===== src/rtl/spi_cmd_frame_decoder.sv =====
module spi_cmd_frame_decoder #(
  parameter int DEPTH = 96,
  localparam int AW = $clog2(DEPTH + 1)
) (
  input  logic          clk,
  input  logic          rst_n,
  input  logic          spi_sclk,
  input  logic          spi_cs_n,
  input  logic          spi_mosi,
  output logic          spi_miso,
  output logic          tx_we,
  output logic [AW-1:0] tx_waddr,
  output logic [7:0]    tx_wdata,
  output logic [AW-1:0] rx_raddr,
  input  logic [7:0]    rx_rdata,
  output logic          reg_we,
  output logic          reg_re,
  output logic [7:0]    reg_addr,
  output logic [7:0]    reg_wdata,
  input  logic [7:0]    reg_rdata,
  output logic          txn_valid,
  output logic [1:0]    txn_kind,
  output logic [6:0]    txn_addr1,
  output logic [6:0]    txn_addr2,
  output logic [AW-1:0] txn_len1,
  output logic [AW-1:0] txn_len2,
  output logic          pd_enter,
  input  logic          wake,
  output logic          asleep
);

  localparam logic [7:0] OP_WR   = 8'h00;
  localparam logic [7:0] OP_RD   = 8'h01;
  localparam logic [7:0] OP_RAW  = 8'h02;
  localparam logic [7:0] OP_WAW  = 8'h03;
  localparam logic [7:0] OP_RBUF = 8'h06;
  localparam logic [7:0] OP_RWR  = 8'h20;
  localparam logic [7:0] OP_RRD  = 8'h21;
  localparam logic [7:0] OP_PD   = 8'h30;
  localparam logic [7:0] KEY1    = 8'h5A;
  localparam logic [7:0] KEY2    = 8'hA5;
  localparam logic [8:0] DEPTH9  = 9'(DEPTH);

  logic [2:0] sck_q, cs_q;
  logic [1:0] mosi_q;

  always_ff @(posedge clk or negedge rst_n)
    if (!rst_n) begin
      sck_q  <= 3'b111;
      cs_q   <= 3'b111;
      mosi_q <= 2'b00;
    end else begin
      sck_q  <= {sck_q[1:0], spi_sclk};
      cs_q   <= {cs_q[1:0], spi_cs_n};
      mosi_q <= {mosi_q[0], spi_mosi};
    end

  logic sck_rise, sck_fall, sel, sel_start;
  assign sck_rise  = sck_q[1] & ~sck_q[2];
  assign sck_fall  = ~sck_q[1] & sck_q[2];
  assign sel       = ~cs_q[1];
  assign sel_start = ~cs_q[1] & cs_q[2];

  logic [2:0] bit_cnt;
  logic [6:0] sh_in;
  logic       byte_stb;
  logic [7:0] rx_byte;

  always_ff @(posedge clk or negedge rst_n)
    if (!rst_n) begin
      bit_cnt  <= '0;
      sh_in    <= '0;
      byte_stb <= 1'b0;
      rx_byte  <= '0;
    end else begin
      byte_stb <= 1'b0;
      if (!sel) bit_cnt <= '0;
      else if (sck_rise) begin
        sh_in   <= {sh_in[5:0], mosi_q[1]};
        bit_cnt <= bit_cnt + 3'd1;
        if (bit_cnt == 3'd7) begin
          byte_stb <= 1'b1;
          rx_byte  <= {sh_in, mosi_q[1]};
        end
      end
    end

  logic [7:0] idx, opc, cnt1, cnt2, rd_ptr, tx_sh;
  logic [6:0] a1, a2;
  logic       key_bad, dead, rd_pend, fresh;

  logic       take, two_cnt, is_txn, cnt_ok, last_byte, fire, in_data1, in_data2, wr_now;
  logic [7:0] hdr, k, k2, rd_val;

  assign take     = byte_stb & sel & ~dead & ~asleep;
  assign two_cnt  = (opc == OP_RAW) || (opc == OP_WAW);
  assign is_txn   = (opc[7:2] == 6'd0);
  assign hdr      = two_cnt ? 8'd3 : 8'd2;
  assign k        = idx - hdr - 8'd1;
  assign k2       = k - cnt1 - 8'd1;
  assign cnt_ok   = (cnt1 != 8'd0) && ({1'b0, cnt1} <= DEPTH9)
                 && (!two_cnt || ((cnt2 != 8'd0) && ({1'b0, cnt2} <= DEPTH9)))
                 && ((opc != OP_WAW) || (({1'b0, cnt1} + {1'b0, cnt2}) <= DEPTH9));
  assign in_data1 = k < cnt1;
  assign in_data2 = (opc == OP_WAW) && (k > cnt1) && (k2 < cnt2);
  assign last_byte = (opc == OP_RD)  ? (idx == hdr)
                   : (opc == OP_WAW) ? ((idx > hdr) && (k == cnt1 + cnt2))
                   :                   ((idx > hdr) && (k == cnt1 - 8'd1));
  assign fire     = take && is_txn && cnt_ok && (idx != 8'd0) && last_byte;
  assign wr_now   = take && is_txn && (opc != OP_RD) && cnt_ok && (idx > hdr)
                 && (in_data1 || in_data2);
  assign rd_val   = ({1'b0, rd_ptr} < DEPTH9) ? rx_rdata : 8'hFF;
  assign rx_raddr = rd_ptr[AW-1:0];
  assign reg_re   = rd_pend;
  assign spi_miso = tx_sh[7];

  always_ff @(posedge clk or negedge rst_n)
    if (!rst_n) begin
      idx <= '0; opc <= 8'hFF; cnt1 <= '0; cnt2 <= '0; rd_ptr <= '0;
      a1 <= '0; a2 <= '0; key_bad <= 1'b0; dead <= 1'b0; rd_pend <= 1'b0;
      tx_sh <= 8'hFF; fresh <= 1'b1; asleep <= 1'b0; pd_enter <= 1'b0;
      reg_we <= 1'b0; reg_addr <= '0; reg_wdata <= '0;
      tx_we <= 1'b0; tx_waddr <= '0; tx_wdata <= '0;
    end else begin
      tx_we    <= 1'b0;
      reg_we   <= 1'b0;
      pd_enter <= 1'b0;
      rd_pend  <= 1'b0;
      if (wake) asleep <= 1'b0;

      if (!sel) begin
        idx <= '0; opc <= 8'hFF; key_bad <= 1'b0; rd_ptr <= '0;
      end
      if (sel_start) begin
        tx_sh <= 8'hFF; fresh <= 1'b1; dead <= asleep;
      end else if (sel && sck_fall) begin
        if (fresh) fresh <= 1'b0;
        else       tx_sh <= {tx_sh[6:0], 1'b1};
      end
      if (rd_pend) begin
        tx_sh <= reg_rdata; fresh <= 1'b1;
      end

      if (wr_now) begin
        tx_we    <= 1'b1;
        tx_wdata <= rx_byte;
        tx_waddr <= in_data1 ? k[AW-1:0] : (k[AW-1:0] - 1'b1);
      end

      if (take) begin
        if (idx != 8'hFF) idx <= idx + 8'd1;
        if (idx == 8'd0) begin
          opc <= rx_byte;
          if (rx_byte == OP_RBUF) begin
            tx_sh <= rd_val; fresh <= 1'b1; rd_ptr <= 8'd1;
          end
        end else begin
          case (opc)
            OP_RBUF: begin
              tx_sh <= rd_val; fresh <= 1'b1;
              if (rd_ptr != 8'hFF) rd_ptr <= rd_ptr + 8'd1;
            end
            OP_RWR: begin
              if (idx == 8'd1) reg_addr <= rx_byte;
              else if (idx == 8'd2) begin
                reg_we <= 1'b1; reg_wdata <= rx_byte;
              end
            end
            OP_RRD: begin
              if (idx == 8'd1) begin
                reg_addr <= rx_byte; rd_pend <= 1'b1;
              end
            end
            OP_PD: begin
              if (idx == 8'd1) key_bad <= (rx_byte != KEY1);
              else if (idx == 8'd2 && !key_bad && rx_byte == KEY2) begin
                asleep <= 1'b1; pd_enter <= 1'b1;
              end
            end
            OP_WR, OP_RD, OP_RAW, OP_WAW: begin
              if (idx == 8'd1) cnt1 <= rx_byte;
              else if (idx == 8'd2 && two_cnt) cnt2 <= rx_byte;
              else if (idx == hdr) a1 <= rx_byte[7:1];
              else if (opc == OP_WAW && k == cnt1) a2 <= rx_byte[7:1];
            end
            default: ;
          endcase
        end
      end
    end

  always_ff @(posedge clk or negedge rst_n)
    if (!rst_n) begin
      txn_valid <= 1'b0; txn_kind <= '0; txn_addr1 <= '0; txn_addr2 <= '0;
      txn_len1 <= '0; txn_len2 <= '0;
    end else begin
      txn_valid <= fire;
      if (fire) begin
        txn_kind  <= opc[1:0];
        txn_addr1 <= (opc == OP_RD) ? rx_byte[7:1] : a1;
        txn_addr2 <= (opc == OP_WAW) ? a2 : ((opc == OP_RD) ? rx_byte[7:1] : a1);
        txn_len1  <= cnt1[AW-1:0];
        txn_len2  <= two_cnt ? cnt2[AW-1:0] : '0;
      end
    end

endmodule


===== config.mk =====
export PLATFORM = sky130hd
export DESIGN_NAME = spi_cmd_frame_decoder
export DESIGN_NICKNAME = d
export VERILOG_FILES = /design/src/rtl/spi_cmd_frame_decoder.sv
export SDC_FILE = /design/constraint.sdc
export NUM_CORES = 1
export LEC_CHECK = 0
export BUFFER_PORTS_ARGS = -buffer_cell sky130_fd_sc_hd__buf_2
export CAP_MARGIN = 40
export CORE_MARGIN = 5
export CORE_UTILIZATION = 40
export CTS_CLUSTER_SIZE = 10
export DETAILED_ROUTE_END_ITERATION = 8
export PLACE_DENSITY = 0.57
export SKIP_CTS_REPAIR_TIMING = 1
export SYNTH_ARGS = -nofsm -noshare
export SYNTH_HDL_FRONTEND = slang
export SYNTH_SLANG_ARGS = --single-unit
export TNS_END_PERCENT = 20

===== constraint.sdc =====
create_clock -name clk -period 4.7 [get_ports clk]
set_clock_uncertainty 0.2 [all_clocks]
set_input_delay 0.235 -clock clk [delete_from_list [all_inputs] [get_ports clk]]
set_output_delay 0.235 -clock clk [all_outputs]
set_load 0.05 [all_outputs]

Word level (Yosys, flattened, before mapping)
Index checks and enable logic that the tools add are counted.
{ "classes": {"n_addsub": 11, "n_lt_le_gt_ge": 8, "eq_ne": 21, "n_mux": 66, "bitwise_logic": 15, "n_reduce_logical": 44} }
{ "ops": {"columns": ["cell", "count"], "rows": [
  ["8-bit 2-to-1 mux", 21],
  ["1-bit 2-to-1 mux", 39],
  ["7-bit 2-to-1 mux", 4],
  ["8-bit by 2-bit equality test with 1-bit output (second input constant)", 3],
  ["8-bit by 6-bit equality test with 1-bit output (second input constant)", 3],
  ["8-bit equality test", 3],
  ["8-bit nonzero test", 3],
  ["8-bit by 1-bit subtractor with 8-bit output (second input constant)", 3],
  ["1-bit logical AND", 21],
  ["8-bit by 1-bit adder with 8-bit output (second input constant)", 2],
  ["8-bit by 1-bit equality test with 1-bit output (second input constant)", 2],
  ["8-bit by 3-bit equality test with 1-bit output (second input constant)", 2],
  ["8-bit by 7-bit <= comparator with 1-bit output (second input constant)", 2],
  ["8-bit logical NOT", 2],
  ["8-bit less-than comparator", 2],
  ["8-bit inequality test (second input constant)", 2],
  ["5-bit AND reduction", 2],
  ["8-bit by 8-bit adder with 9-bit output", 1],
  ["9-bit by 7-bit <= comparator with 1-bit output (second input constant)", 1],
  ["1-bit inverter", 9],
  ["8-bit adder", 1],
  ["8-bit by 2-bit equality test with 1-bit output", 1],
  ["8-bit equality test (second input constant)", 1],
  ["8-bit by 2-bit > comparator with 1-bit output", 1],
  ["23 further kinds", 34]
]} }
{ "word_totals": {"register_bits": 159, "input_bits": 22, "elab_cells": 198} }

Depth between registers and ports, before layout
{ "logic_depth": {"ltp_word": 12, "mapped_depth": 22, "ltp_nobuf": 21} }

Worst setup path after synthesis
No wires, ideal clock.
{ "synth_path": {"path_kind": "register to register", "from": "reg opc[6]", "to": "reg tx_waddr[0]", "setup_time_ns": 0.125, "t_arrival_ns": 4.906, "path_slack_ns": -0.531, "stages_incl_launch_ff": 21, "period_less_slack_ns": 5.231, "path_cell_list": "dfstp_2 > or3_1 > nor3_1 > nand2_1 > ha_1 > ha_1 > xnor2_1 > ha_1 > a21oi_1 > o21bai_1 > a21oi_1 > o21bai_1 > a21oi_1 > xnor2_1 > ha_1 > nand4_1 > nor2_1 > nor3_1 > o211ai_1 > clkbuf_1 > mux2_2"} }
{ "synth_between": {"elab_chain_len": 11, "elab_cells_between_ends": 30, "cone_classes": "5 x add/sub; 4 x order compare; 4 x eq/ne; 2 x mux; 15 x reduce/logical"} }
{ "synth_rtl": {"columns": ["item", "line_no", "text"], "rows": [
  ["start, declared", "88", "logic [7:0] idx, opc, cnt1, cnt2, rd_ptr, tx_sh;"],
  ["start signal, assigned", "153", "opc <= rx_byte;"],
  ["8-bit by 2-bit equality test with 1-bit output, on equally long branches", "96, 105", null],
  ["1-bit logical OR", "96", "assign two_cnt = (opc == OP_RAW) || (opc == OP_WAW);"],
  ["1-bit 2-to-1 mux", "98", "assign hdr = two_cnt ? 8'd3 : 8'd2;"],
  ["8-bit by 2-bit subtractor with 8-bit output", "99", "assign k = idx - hdr - 8'd1;"],
  ["8-bit by 1-bit subtractor with 8-bit output", "99", null],
  ["8-bit subtractor", "100", "assign k2 = k - cnt1 - 8'd1;"],
  ["8-bit by 1-bit subtractor with 8-bit output", "100", null],
  ["8-bit less-than comparator", "105", "assign in_data2 = (opc == OP_WAW) && (k > cnt1) && (k2 < cnt2);"],
  ["1-bit logical AND", "105", null],
  ["1-bit logical OR", "111", "&& (in_data1 || in_data2);"],
  ["1-bit logical AND", "111", null],
  ["end signal, assigned", "147", "tx_waddr <= in_data1 ? k[AW-1:0] : (k[AW-1:0] - 1'b1);"],
  ["end, declared", "12", "output logic [AW-1:0] tx_waddr,"]
]} }
Several ways; a longest one is shown, not always the timed one.
A chain may end at the register's enable or synchronous reset.

Worst setup path after layout
{ "layout_path": {"from": "reg opc[6]", "to": "reg tx_waddr[2]"} }
Same word-level chain as after synthesis.

==> out/results.ini <==
[sta]
max_slew.worst_pin.slew_ns=0.834
fin_ws_ns=0.122
setup_viol=0
hold_ws_ns=0.152
fin_crit_sh_pct=97.4
slew_headroom_pct=44.2
clock.fmax_ghz=0.218
slew_viol_final=0
tns_ns=0
hold_violations=0
min_period_ns=4.58

[pwr]
p_sw_uw=703
pwr-share-comb_pct=3.5
pwr-share-seq_pct=49.3
irDropWorstVdd_mv=0.221
p_int_uw=2210
finalPower_uw=2910
clkPwrFrac_pct=47.2
p_leak_uw=0.00512
p_sw_share_pct=24.1
powerDensity_nw_per_um2=281

[placement]
place_area_um2=9390
io_buffers=96
globalplace.congestion=0.854
pre_cts_ws_ns=0.0792
hpwlAfterDp_mm=14.9

[synth]
avgSynthCellArea_um2=10.6
synth_nets=876
synth_top_cell_by_area=dfrtp_1
synthMuxAreaShare_pct=13.7
synth_edf_count=0
synth_top_flop_cell=dfrtp_1
ys_ff_latch=159
synth_xor_area_share_pct=4.26
synthSimpleGateAreaFrac_pct=13.1
ys_seq_area_share_pct=46.9
yosys_warnings=0
synth_top_area_share_pct=39.8
async_flop_share_pct=100
syn_inst=809
netlist_area_um2=8540
synth_area_leaders=dfrtp_1 (40%), mux2_2 (9.4%), dfstp_2 (7.1%), ha_1 (6.2%), o21ai_0 (3.0%)
synth_compound_area_share_pct=10.3
synth_top_family_by_area=multiplexers
netlist-cell-type-count=59
synth_fa_ha_area_share_pct=6.86

[hold_path]
min_path_type=reg2reg
hp-start=mosi_q[0]

[die]
die_y_um=156
start_util_pct=40.6
rows=53
die_w_um=156
io_pins=97
die_area_um2=24400
core-area_um2=21000

[setup_path]
cp_cell_sequence=or3_4, nor3_4, nand2_4, clkinvlp_4, ha_1, ha_1, inv_1, fa_2, inv_1, a21o_1, a21oi_2, o21bai_1, a21oi_1, xnor2_1, ha_1, a21o_1, a21oi_1, nand2_1, nor3_2, o211ai_1, buf_4, buf_6, mux2_4
cp_slowest_stage_delay_ns=0.40
critPathCaptureType=flop
startpoint_type=flop
crit_top_cell=ha_1
crit_required_ns=4.81
r2r-start=opc[6]
worstPathBufferInverterCount=5
critical_path_arrival_ns=4.69
critPathKind=reg2reg
cp_slowest_cell=or3_4
crit_fanout=8
cp_top_family=compound AO/OA/AOI/OAI gates
startpoint=opc[6]

[routing]
post_drt_wl_per_cell_um=17.4
routed_wirelength_mm=21.2
via_per_inst=5.17
drcViolationCount=0
firstDrtPassIters=5
ant_nets=0
vias=6290
drt_iter0_markers=295

[layout]
multi_input_area_um2=4290
fin_area_um2=10400
final_common_cell=dfrtp_1
antenna_cells=0
fin_nets=996
nFillCells=1927
final_cell_mix=dfrtp_1 (136), buf_2 (95), mux2_2 (70)
regArea_um2=4010
layout-drive-gt1-share_pct=31.4
syn2layout_area_growth_pct=21.3

[global_routing]
grt_overflow_total=0
grt.total_usage_pct=17.7
grt_pass1_vias=6320
grt_max_degree=72
grt_first_pass_wirelength_mm=34.3
antenna_found_initial=0

[job]
drv_cap=0

[cts]
worstSkewPairLatency_ns=0.43
cts_max_level=4
cts_buffers=17
cts_tree=yes
clk_pin_slew_ns=0.07
cts-root-buf=clkbuf_16
cts_buffer_depth=2
numClockSinks=159

[outcome]
status=complete, no violations

cell usage after synthesis (all sizes together) (3+ instances only):
cell type  count
a211oi         3
a21o          13
a21oi         38
a22o           9
a31oi          3
and2           3
and3           8
buf           16
clkbuf        30
dfrtp        136
dfstp         23
fa             3
ha            42
inv           50
mux2          85
mux2i         16
nand2         57
nand2b         8
nand3         26
nand3b         3
nand4          9
nor2          59
nor2b          5
nor3          19
nor3b          3
nor4           6
nor4b          3
o211ai         3
o21ai         53
o21bai         5
o31ai          3
or2            3
or3            3
or4            9
xnor2         29
xor2          10
through the flow:
step | cells | utilization [%]
final | 1217 | 49.3
after floorplan | 809 | -
after detailed placement | 1154 | 44.7
after CTS | 1186 | 47.4
after global routing | 1217 | 49.3
after global placement | 1152 | 44.5
area by class of cell:
type	count	area share, %
tap	275	3.32
multi-input combinational	553	41.4
sequential	159	38.7
clock inverter	15	1.49
clock buffer	17	4.11
timing repair buffer	147	9.16
inverter	51	1.88
metal layers:
layer	vias up	routed length, um	track usage, %
met5	-	0	0
met3	18	1160	4.13
met2	121	9420	26.8
li1	3057	-	-
met1	3094	10300	25.5
met4	0	291	5.04
logic make-up (layout without fill, tap and decap cells):
| group | count (synthesis) | after routing |
|---|---|---|
| AO/OA/AOI/OAI | 141 | 141 |
| AND/OR/NAND/NOR | 226 | 226 |
| flip-flops | 159 | 159 |
| XOR/XNOR | 40 | 40 |
| buffers and inverters | 97 | 230 |
| adder cells (fa/ha/maj) | 45 | 45 |
| multiplexers | 101 | 101 |
power by group through the flow:
stage          Sequential [uW]  Clock, uW  Combinational (uW)
2_1_floorplan             1450          0                45.9
3_3_place_gp              1460          0                90.3
3_5_place_dp              1460          0                90.6
4_1_cts                   1430       1410                90.8
5_1_grt                   1440       1460                 120
6_report                  1430       1370                 103
path summary, 6_finish.rpt:
path	to	slack, ns	cells past startpoint
worst max-delay path	tx_waddr[2]	0.12	23
max in group asynchronous	idx[0]	3.03	3
worst min-delay path	mosi_q[1]	0.15	0
min in group asynchronous	reg_addr[0]	0.17	2
worst max register to register	tx_waddr[2]	0.12	23
worst min register to register	mosi_q[1]	0.15	0
registers in the layout, indices dropped and copies added (netlist names), 8 cells and up:
register and cells:
tx_sh 8, cnt1 8, opc 8, cnt2 8, rx_byte 8, reg_addr 8
rd_ptr 8, tx_wdata 8, reg_wdata 8, idx 8
Note: power is estimated with default switching activity, not from simulation.
